===== src/rtl/pwr_pkg.sv =====
// Package: shared register offsets and bit positions for the power-down
// and wake controller. Assumes host data carries at least two bits.
package pwr_pkg;
    localparam int CTRL_OFS    = 0;  // request bit + wake-up enable
    localparam int AUX_OFS     = 1;  // auxiliary power-down + irq enable
    localparam int ACK_OFS     = 2;  // flag acknowledge
    localparam int PD_BIT      = 0;
    localparam int WEN_BIT     = 1;
    localparam int AUXPD_BIT   = 0;
    localparam int IEN_BIT     = 1;
    localparam int ACK_BIT     = 0;
    localparam int NUM_PD_SRC  = 3;

    typedef struct packed {
        logic pd_req;
        logic wake_en;
        logic aux_pd;
        logic irq_en;
    } pwr_cfg_t;
endpackage


===== src/rtl/pwr_ctrl_regs.sv =====
// Module: pwr_ctrl_regs
// Holds the control and auxiliary register bits. The request bit clears
// on any host write that is not a control write. An enabled wake-up event
// clears both power-down bits and wins over a same-cycle host write.
// Assumes host writes are single-cycle strobes.
module pwr_ctrl_regs
    import pwr_pkg::*;
#(
    parameter int ADDR_W = 4,
    parameter int DATA_W = 2
) (
    input  logic              clk,
    input  logic              rst_n,
    input  logic              wr_en,
    input  logic [ADDR_W-1:0] wr_addr,
    input  logic [DATA_W-1:0] wr_data,
    input  logic              wake_hit,
    output pwr_cfg_t          cfg
);
    localparam logic [ADDR_W-1:0] CTRL_A = ADDR_W'(CTRL_OFS);
    localparam logic [ADDR_W-1:0] AUX_A  = ADDR_W'(AUX_OFS);

    pwr_cfg_t cfg_q;
    logic     ctrl_wr;
    logic     aux_wr;

    // Purpose: decode which register the current write addresses.
    always_comb begin
        ctrl_wr = wr_en && (wr_addr == CTRL_A);
        aux_wr  = wr_en && (wr_addr == AUX_A);
    end

    // Purpose: update the request bit and wake-up enable.
    always_ff @(posedge clk) begin
        if (!rst_n) begin
            cfg_q.pd_req  <= 1'b0;
            cfg_q.wake_en <= 1'b0;
        end else begin
            if (ctrl_wr)
                cfg_q.wake_en <= wr_data[WEN_BIT];
            if (wake_hit)
                cfg_q.pd_req <= 1'b0;
            else if (ctrl_wr)
                cfg_q.pd_req <= wr_data[PD_BIT];
            else if (wr_en)
                cfg_q.pd_req <= 1'b0;
        end
    end

    // Purpose: update the auxiliary power-down bit and interrupt enable.
    always_ff @(posedge clk) begin
        if (!rst_n) begin
            cfg_q.aux_pd <= 1'b0;
            cfg_q.irq_en <= 1'b0;
        end else begin
            if (aux_wr)
                cfg_q.irq_en <= wr_data[IEN_BIT];
            if (wake_hit)
                cfg_q.aux_pd <= 1'b0;
            else if (aux_wr)
                cfg_q.aux_pd <= wr_data[AUXPD_BIT];
        end
    end

    assign cfg = cfg_q;
endmodule


===== src/rtl/pwr_wake_status.sv =====
// Module: pwr_wake_status
// Sticky wake-up flag and its interrupt gate. A wake-up event sets the
// flag and wins over an acknowledge in the same cycle.
module pwr_wake_status (
    input  logic clk,
    input  logic rst_n,
    input  logic wake_hit,
    input  logic ack,
    input  logic irq_en,
    output logic flag,
    output logic irq
);
    logic flag_q;

    // Purpose: set on wake-up, clear on acknowledge, hold otherwise.
    always_ff @(posedge clk) begin
        if (!rst_n)
            flag_q <= 1'b0;
        else if (wake_hit)
            flag_q <= 1'b1;
        else if (ack)
            flag_q <= 1'b0;
    end

    // Purpose: gate the flag onto the interrupt line.
    always_comb irq = flag_q && irq_en;

    assign flag = flag_q;
endmodule


===== src/rtl/pwr_pd_combine.sv =====
// Module: pwr_pd_combine
// OR of an arbitrary number of power-down sources. The chain is built by
// a generate loop so that the source count can grow.
module pwr_pd_combine #(
    parameter int NUM_SRC = 3
) (
    input  logic [NUM_SRC-1:0] src,
    output logic               pd
);
    logic [NUM_SRC:0] chain;

    assign chain[0] = 1'b0;
    for (genvar g = 0; g < NUM_SRC; g++) begin : g_or
        assign chain[g+1] = chain[g] | src[g];
    end

    assign pd = chain[NUM_SRC];
endmodule


===== src/rtl/pwr_wake_ctrl.sv =====
// Module: pwr_wake_ctrl (top)
// Power-down decision and wake-up handling for a MAC function. It combines
// a self-clearing request bit, an auxiliary bit and an external source
// into pd_out, and turns enabled wake-up pulses into a sticky flag and an
// interrupt. Assumes wake_pulse is synchronous to clk.
module pwr_wake_ctrl
    import pwr_pkg::*;
#(
    parameter int ADDR_W = 4,
    parameter int DATA_W = 2
) (
    input  logic              clk,
    input  logic              rst_n,
    input  logic              host_wr_en,
    input  logic [ADDR_W-1:0] host_wr_addr,
    input  logic [DATA_W-1:0] host_wr_data,
    input  logic              wake_pulse,
    input  logic              ext_pd_in,
    output logic              pd_out,
    output logic              wake_flag,
    output logic              irq_out
);
    localparam logic [ADDR_W-1:0] ACK_A = ADDR_W'(ACK_OFS);

    pwr_cfg_t              cfg;
    logic                  wake_hit;
    logic                  ack_wr;
    logic [NUM_PD_SRC-1:0] pd_src;

    // Purpose: qualify the wake pulse and decode the acknowledge write.
    always_comb begin
        wake_hit = wake_pulse && cfg.wake_en;
        ack_wr   = host_wr_en && (host_wr_addr == ACK_A) && host_wr_data[ACK_BIT];
        pd_src   = {ext_pd_in, cfg.aux_pd, cfg.pd_req};
    end

    pwr_ctrl_regs #(.ADDR_W(ADDR_W), .DATA_W(DATA_W)) u_regs (
        .clk      (clk),
        .rst_n    (rst_n),
        .wr_en    (host_wr_en),
        .wr_addr  (host_wr_addr),
        .wr_data  (host_wr_data),
        .wake_hit (wake_hit),
        .cfg      (cfg)
    );

    pwr_wake_status u_stat (
        .clk      (clk),
        .rst_n    (rst_n),
        .wake_hit (wake_hit),
        .ack      (ack_wr),
        .irq_en   (cfg.irq_en),
        .flag     (wake_flag),
        .irq      (irq_out)
    );

    pwr_pd_combine #(.NUM_SRC(NUM_PD_SRC)) u_comb (
        .src (pd_src),
        .pd  (pd_out)
    );
endmodule


===== config.mk =====
export PLATFORM = sky130hd
export DESIGN_NAME = pwr_wake_ctrl
export DESIGN_NICKNAME = d
export VERILOG_FILES = /design/src/rtl/pwr_pkg.sv /design/src/rtl/pwr_ctrl_regs.sv /design/src/rtl/pwr_wake_status.sv /design/src/rtl/pwr_pd_combine.sv /design/src/rtl/pwr_wake_ctrl.sv
export SDC_FILE = /design/constraint.sdc
export NUM_CORES = 1
export LEC_CHECK = 0
export BUFFER_PORTS_ARGS = -buffer_cell sky130_fd_sc_hd__buf_2
export CAP_MARGIN = 20
export CORE_AREA = 2 2 39 41
export DETAILED_ROUTE_END_ITERATION = 8
export DIE_AREA = 0 0 41 43
export PLACE_DENSITY = 0.51
export SLEW_MARGIN = 10
export SYNTH_ARGS = -nofsm -noshare
export SYNTH_HDL_FRONTEND = slang
export SYNTH_SLANG_ARGS = --single-unit

===== constraint.sdc =====
create_clock -name clk -period 1.31 [get_ports clk]
set_input_delay 0.1965 -clock clk [delete_from_list [all_inputs] [get_ports clk]]
set_output_delay 0.1965 -clock clk [all_outputs]
set_load 0.01 [all_outputs]

==> flow_metrics.py, run 1 <==
metrics = {
    "power": {
        "clkPwrFrac_pct": 47.1,
        "sw_frac_of_total_pct": 21.4,
        "p_seq_share_pct": 42.0,
        "power.leakage_nw": 0.182,
        "internal-power_mw": 0.290,
        "vdd_drop_max_mv": 0.409,
        "p_comb_share_pct": 10.9,
        "p_total_mw": 0.370,
        "net-switching-power_mw": 0.0793,
        "power_density_nw_per_um2": 1010,
    },
    "clocking": {
        "numClockSinks": 5,
        "insertion_delay_ns": 0.24,
        "ctsHoldBuffers": 0,
        "cts_setup_buffers": 0,
        "cts.path.max_buffers": 2,
        "tritoncts": "built",
        "path_clk_slew_ns": 0.04,
        "cts_max_level": 1,
        "postCtsResizedCells": 0,
        "root_buffer": "clkbuf_4",
        "numCtsBuffers": 3,
    },
    "critical_path": {
        "cp_max_fo": 2,
        "path_class": "flop to output pin",
        "cp_slowest_stage_delay_ns": 0.35,
        "crit_required_ns": 1.11,
        "worstPathArrival_ns": 1.02,
        "cp_top_family": "simple AND/OR/NAND/NOR gates",
        "crit_chain": "or3_1, buf_2",
        "start_kind": "flop",
        "crit_slowest_cell": "or3_1",
        "endpoint_kind": "output pin",
        "cp.buffers_inverters": 1,
        "rrSetupSlack_ns": 0.43,
    },
    "yosys": {
        "synth_top_area_cell": "dfxtp_1",
        "syn_area_per_cell_um2": 9.41,
        "synth_edf_count": 0,
        "synth.cell_area_um2": 254,
        "ys.flop_type": "dfxtp_1",
        "ys_top_cells_by_count": "dfxtp_1, nand2_1, mux2i_1, nor2b_1",
        "synth_async_sr_flop_share_pct": 0,
        "ys_types": 15,
        "synth_warnings": 0,
        "yosysTopAreaCellShare_pct": 39.4,
        "syn_nets": 38,
        "yosysSeqAreaShare_pct": 39.4,
        "ys_top_cells_by_area": "dfxtp_1, mux2i_1, nor4b_4, nand2_1, nor2b_1",
        "synth_cells": 27,
        "ys_seq_elements": 5,
    },
    "drt": {
        "firstDrtPassIters": 2,
        "wire_per_inst_um": 8.55,
        "viasPerCell": 4.07,
        "drt-initial-drc-count": 3,
        "antenna_left": 0,
        "num_vias": 244,
        "routed_wl_um": 513,
        "drc": 0,
    },
    "worst_hold_path": {
        "hold_path.class": "input port to flop",
    },
    "timing": {
        "min_period_ns": 1.21,
        "finalHoldViolCount": 0,
        "setup_slack_ns": 0.0952,
        "skew_ns": 0.000991,
        "drv_slew": 0,
        "holdWs_ns": 0.223,
        "fin_crit_sh_pct": 92.7,
        "tns_ns": 0,
        "worstMarginPinSlew_ns": 0.307,
        "finalSetupViolCount": 0,
        "slew_headroom_pct": 79.4,
        "rsz0062_at_grt": "false",
        "fmax_ghz": 0.823,
    },
    "grt": {
        "grt_usage_pct": 7.44,
        "grt_max_degree": 7,
        "grt_pass1_wl_um": 779,
        "antenna_found_initial": 0,
        "gr-total-overflow": 0,
        "grt_pass1_vias": 217,
    },
    "floorplan": {
        "die_area_um2": 1760,
        "initial_core_util_pct": 18.4,
        "core_area_um2": 1380,
        "fp.dieW_um": 41,
        "rows": 14,
        "die_h_um": 43,
        "io_pins": 14,
    },
    "run_status": {
        "outcome": "finished clean",
    },
    "run": {
        "cap_violations": 0,
    },
    "final_layout": {
        "ff_latch_area_um2": 100,
        "drive_gt1_share_pct": 43.2,
        "area.growth.synth_to_final_pct": 43.8,
        "fillers": 167,
        "nNetsFinal": 56,
        "n_antenna_cell": 0,
        "multi_input_area_um2": 154,
    },
    "placed_design": {
        "gp_congestion": 0.751,
        "port_buffers": 13,
        "dp_hpwl_um": 454,
        "dp_slack_ns": 0.292,
    },
}
layout by cell type (no fill, tap or decap), types with 3 or more instances in the layout:
master / n
nand2_1: 5
nor2b_1: 3
buf_2: 13
mux2i_1: 3
dfxtp_1: 5
clkbuf_4: 3
worst paths after layout:
kind / startpoint / endpoint / cells after the start
max: u_regs.cfg[3]$_SDFFE_PP0P_ / pd_out / 2
min: host_wr_data[0] / u_regs.cfg[1]$_SDFFE_PP0P_ / 3
max reg2reg: u_regs.cfg[2]$_SDFFE_PN0P_ / u_regs.cfg[1]$_SDFFE_PP0P_ / 3
min reg2reg: u_regs.cfg[0]$_SDFFE_PN0P_ / u_regs.cfg[0]$_SDFFE_PN0P_ / 2
cell type report:
type	count	area share, %
multi-input combinational	22	42.1
sequential	5	27.4
tap	16	5.48
timing repair buffer	13	17.8
clock buffer	4	7.19
power by group through the flow:
stage	Sequential, mW	Clock (mW)	Combinational [mW]
6_report	0.155	0.174	0.0404
3_3_place_gp	0.158	0	0.0410
5_1_grt	0.155	0.199	0.0450
2_1_floorplan	0.158	0	0.0152
3_5_place_dp	0.158	0	0.0412
4_1_cts	0.155	0.186	0.0414
worst register-to-register path: cells and delay by family (launching register included):
family,cells,cell delay [ns]
mux,1,0.14
compound gates,1,0.27
simple gates,1,0.09
flops,1,0.31
per-layer routing:
metal | part of all wire, % | GRT usage, % | vias up | wire [um]
li1 | - | - | 128 | -
met1 | 40 | 7.12 | 109 | 205
met2 | 50 | 9.69 | 7 | 257
met3 | 9.6 | 6.28 | 0 | 49
met4 | 0 | 6.00 | 0 | 0
met5 | 0 | 0 | - | 0
metrics by stage:
stage | instance area, um^2 | utilization, % | instances
after floorplan | 254 | - | 27
after global placement | 339 | 24.5 | 56
after detailed placement | 339 | 24.5 | 56
after CTS | 365 | 26.4 | 60
after global routing | 365 | 26.4 | 60
final | 365 | 26.4 | 60
cell families after synthesis:
group / synth area share (%)
compound gates: 8.37
simple gates: 40.4
mux: 11.8
flops: 39.4
state kept, by name, indices dropped and copies added, names as in the netlist:
name and count:
u_regs.cfg 4, u_stat.flag 1
Note: power is estimated with default switching activity, not from simulation.
==> run 2: changes to the inputs <==
==> constraint.sdc (replaced) <==
create_clock -name clk -period 1.55 [get_ports clk]
set_input_delay 0.2325 -clock clk [delete_from_list [all_inputs] [get_ports clk]]
set_output_delay 0.2325 -clock clk [all_outputs]
set_load 0.01 [all_outputs]
==> flow_metrics.py, run 2 (same netlist as run 1, synthesis figures left out) <==
metrics = {
    "timing": {
        "rsz0062_at_grt": "false",
        "skew_ns": 0.00321,
        "worstMarginPinSlew_ns": 0.309,
        "tns_ns": 0,
        "finalHoldViolCount": 0,
        "fin_crit_sh_pct": 80.8,
        "finalSetupViolCount": 0,
        "setup_slack_ns": 0.297,
        "fmax_ghz": 0.798,
        "drv_slew": 0,
        "slew_headroom_pct": 79.2,
        "min_period_ns": 1.25,
    },
    "drt": {
        "firstDrtPassIters": 2,
        "viasPerCell": 3.88,
        "drt-initial-drc-count": 1,
        "antenna_left": 0,
        "wire_per_inst_um": 8.82,
        "num_vias": 233,
        "drc": 0,
        "routed_wl_um": 529,
    },
    "final_layout": {
        "area.growth.synth_to_final_pct": 43.8,
        "n_antenna_cell": 0,
        "final_common_cell": "buf_2",
        "final_cell_mix": "buf_2, nand2_1, dfxtp_1",
        "nNetsFinal": 56,
        "largest_reg_flops": 4,
        "drive_gt1_share_pct": 43.2,
        "fillers": 159,
    },
    "run": {
        "cap_violations": 0,
    },
    "grt": {
        "grt.busiest_layer": "met1",
        "grt_max_degree": 7,
        "use_met2_pct": 8.44,
        "grt_pass1_wl_um": 786,
        "use_met1_pct": 8.63,
        "grt_use_met3_pct": 3.14,
        "antenna_found_initial": 0,
        "grt_pass1_vias": 213,
        "grt_usage_pct": 6.91,
        "gr-total-overflow": 0,
    },
    "floorplan": {
        "initial_core_util_pct": 18.4,
        "die_area_um2": 1760,
        "rows": 14,
        "core_area_um2": 1380,
        "io_pins": 14,
        "fp.dieW_um": 41,
        "die_h_um": 43,
    },
    "critical_path": {
        "regToRegEndpoint": "u_regs.cfg[1]$_SDFFE_PP0P_",
        "reg2reg_from": "u_regs.cfg[2]$_SDFFE_PN0P_",
        "start_kind": "flop",
        "rrSetupSlack_ns": 0.69,
        "path_class": "flop to output pin",
        "worst_r2r_path_depth": 3,
        "endpoint_kind": "output pin",
        "crit_required_ns": 1.32,
        "worstPathArrival_ns": 1.02,
        "cp_max_fo": 2,
    },
    "power": {
        "vdd_drop_max_mv": 0.179,
        "power_density_nw_per_um2": 864,
        "power.leakage_nw": 0.182,
    },
    "clocking": {
        "ctsHoldBuffers": 0,
        "numCtsBuffers": 3,
        "cts.path.max_buffers": 2,
        "postCtsResizedCells": 0,
        "cts_setup_buffers": 0,
        "insertion_delay_ns": 0.24,
        "root_buffer": "clkbuf_4",
        "tritoncts": "built",
        "path_clk_slew_ns": 0.04,
        "numClockSinks": 5,
        "cts_max_level": 1,
    },
    "worst_hold_path": {
        "hold_path_depth": 3,
        "hold_path.class": "input port to flop",
        "holdPathEnd": "u_regs.cfg[1]$_SDFFE_PP0P_",
        "hp-start": "host_wr_data[0]",
    },
    "placed_design": {
        "port_buffers": 13,
        "dp_hpwl_um": 447,
        "gp_congestion": 0.711,
        "dp_slack_ns": 0.471,
    },
    "run_status": {
        "outcome": "finished clean",
    },
}
## run 2: cell counts in the layout (fill, tap and decap cells not counted)
Identical to the previous run, type by type.
## run 2: layout make-up
class                           instances  area (um^2)  share of cell area (%)
Tap cell                               16         20.0                    5.48
Multi-Input combinational cell         22          154                    42.1
Sequential cell                         5          100                    27.4
Timing Repair Buffer                   13         65.1                    17.8
Clock buffer                            4         26.3                    7.19
## run 2: stage by stage
stage	area (um^2)	hold slack, ns	total power, mW	std cells	util, %
6_report	365	0.247	0.316	60	26.4
5_1_grt	365	0.271	0.335	60	26.4
2_1_floorplan	254	0.371	0.146	27	-
3_5_place_dp	339	0.458	0.168	56	24.5
4_1_cts	365	0.242	0.326	60	26.4
3_3_place_gp	339	0.450	0.168	56	24.5
## run 2: power breakdown
part           total [mW]  switching, mW  leakage [nW]  internal, mW
clock               0.151         0.0534        0.0150        0.0973
sequential          0.131       0.000676        0.0403         0.130
combinational      0.0339         0.0162         0.127        0.0178
total               0.316         0.0703         0.182         0.246
## run 2: layer usage
metal  vias to the layer above  wire (um)
met2                         7        231
met1                        96        249
met4                         0          0
li1                        130          -
met3                         0         48
met5                         -          0
## run 2: worst max path at each step
stage,from,slack (ns),end,cells past startpoint
floorplan,u_regs.cfg[3]$_SDFFE_PP0P_,0.63,pd_out,1
global placement,host_wr_addr[1],0.50,u_regs.cfg[1]$_SDFFE_PP0P_,4
detailed placement,host_wr_addr[1],0.47,u_regs.cfg[0]$_SDFFE_PN0P_,4
CTS,u_regs.cfg[3]$_SDFFE_PP0P_,0.28,pd_out,2
global route,u_regs.cfg[3]$_SDFFE_PP0P_,0.24,pd_out,2
finish,u_regs.cfg[3]$_SDFFE_PP0P_,0.30,pd_out,2
## run 2: worst max-delay path: stages (launching register included)
cell and delay [ns]:
dfxtp_1 0.30, or3_1 0.35, buf_2 0.14
==> run 3: changes to the inputs <==
==> constraint.sdc (replaced) <==
create_clock -name clk -period 1.2 [get_ports clk]
set_input_delay 0.18 -clock clk [delete_from_list [all_inputs] [get_ports clk]]
set_output_delay 0.18 -clock clk [all_outputs]
set_load 0.01 [all_outputs]
==> flow_metrics.py, run 3 (same netlist as run 1, synthesis figures left out) <==
metrics = {
    "drt": {
        "drc": 0,
        "viasPerCell": 4.27,
        "routed_wl_um": 543,
        "wire_per_inst_um": 9.05,
        "firstDrtPassIters": 3,
        "drt-met1-wl_um": 228,
        "antenna_left": 0,
        "wl_met2_um": 266,
        "top_layer": "met3",
        "drt-initial-drc-count": 6,
        "dr_wl_met3_um": 48,
        "num_vias": 256,
    },
    "clocking": {
        "cts_setup_buffers": 0,
        "path_clk_slew_ns": 0.04,
        "insertion_delay_ns": 0.24,
        "numClockSinks": 5,
        "cts_max_level": 1,
        "tritoncts": "built",
        "root_buffer": "clkbuf_4",
        "numCtsBuffers": 3,
        "cts.path.max_buffers": 2,
    },
    "critical_path": {
        "endpoint_kind": "output pin",
        "start_kind": "flop",
        "reg2reg_from": "u_regs.cfg[2]$_SDFFE_PN0P_",
        "crit_start": "u_regs.cfg[3]$_SDFFE_PP0P_",
        "crit_required_ns": 1.02,
        "worstPathArrival_ns": 1.01,
        "path_class": "flop to output pin",
        "cp_max_fo": 2,
    },
    "worst_hold_path": {
        "hp-start": "host_wr_data[0]",
        "hold_path.class": "input port to flop",
    },
    "grt": {
        "gr-total-overflow": 0,
        "antenna_found_initial": 0,
        "grt_max_degree": 7,
        "grt_pass1_vias": 234,
        "grt_usage_pct": 7.85,
        "grt_pass1_wl_um": 848,
    },
    "placed_design": {
        "place_area_um2": 339,
        "gp_congestion": 0.729,
        "dp_hpwl_um": 471,
        "port_buffers": 13,
    },
    "run_status": {
        "outcome": "finished clean",
    },
    "timing": {
        "finalSetupViolCount": 0,
        "slew_headroom_pct": 78.0,
        "fin_crit_sh_pct": 99.0,
        "holdWs_ns": 0.201,
        "rsz0062_at_grt": "true",
        "skew_ns": 0.00108,
        "drv_slew": 0,
        "fmax_ghz": 0.842,
        "min_period_ns": 1.19,
        "worstMarginPinSlew_ns": 0.328,
        "tns_ns": 0,
        "finalHoldViolCount": 0,
    },
    "power": {
        "power.leakage_nw": 0.183,
        "power_density_nw_per_um2": 1100,
        "vdd_drop_max_mv": 0.382,
    },
    "final_layout": {
        "design_area_um2": 368,
        "largest_reg_flops": 4,
        "drive_gt1_share_pct": 47.7,
        "n_antenna_cell": 0,
        "area.growth.synth_to_final_pct": 44.8,
        "final_common_cell": "buf_2",
        "nNetsFinal": 56,
        "final_cell_mix": "buf_2, nand2_1",
    },
    "floorplan": {
        "core_area_um2": 1380,
        "die_area_um2": 1760,
        "die_h_um": 43,
        "fp.dieW_um": 41,
        "initial_core_util_pct": 18.4,
        "rows": 14,
        "io_pins": 14,
    },
    "run": {
        "cap_violations": 0,
    },
}
==> run 3: cell counts in the layout (fill, tap and decap cells not counted) <==
Identical to the previous run, type by type.
==> run 3: report_power, final <==
group | internal (mW) | switching, mW | leakage, nW
combinational | 0.0231 | 0.0213 | 0.127
clock | 0.126 | 0.0661 | 0.0150
sequential | 0.169 | 0.000914 | 0.0414
==> run 3: final timing paths <==
check | end | slack (ns) | cells after the start
max reg2reg | u_regs.cfg[1]$_SDFFE_PP0P_ | 0.29 | 3
min | u_regs.cfg[1]$_SDFFE_PP0P_ | 0.20 | 3
max | pd_out | 0.01 | 2
min reg2reg | u_regs.cfg[0]$_SDFFE_PN0P_ | 0.46 | 2
==> run 3: stage by stage <==
step	total power, mW	setup WS [ns]	utilization, %	std cells
after detailed placement	0.217	0.187	24.5	56
after floorplan	0.189	0.333	-	27
after global placement	0.217	0.197	24.5	56
after CTS	0.419	-0.00978	26.5	60
final	0.406	0.0121	26.6	60
after global routing	0.442	-0.0316	26.6	60
==> run 3: per-layer routing <==
metal | vias up | GRT usage [%]
met5 | - | 0
met4 | 0 | 6.00
met3 | 0 | 6.28
met2 | 9 | 10.6
met1 | 119 | 7.44
li1 | 128 | -
==> run 3: area by class of cell <==
class,count,area (um^2)
repair buffers,13,65.1
multi-input cells,22,154
well taps,16,20.0
clock buffers,4,26.3
flip-flops and latches,5,103
fillers,162,1020
==> run 3: critical path: stages, from the launching register on <==
cell	delay, ns
dfxtp_2	0.30
or3_1	0.32
buf_2	0.14
==> run 3: timing repair <==
action                     4_1_cts  5_1_grt
pin swaps                        1        1
setup endpoints to repair        1        1
resized for setup                1        1
hold buffers                     0        0
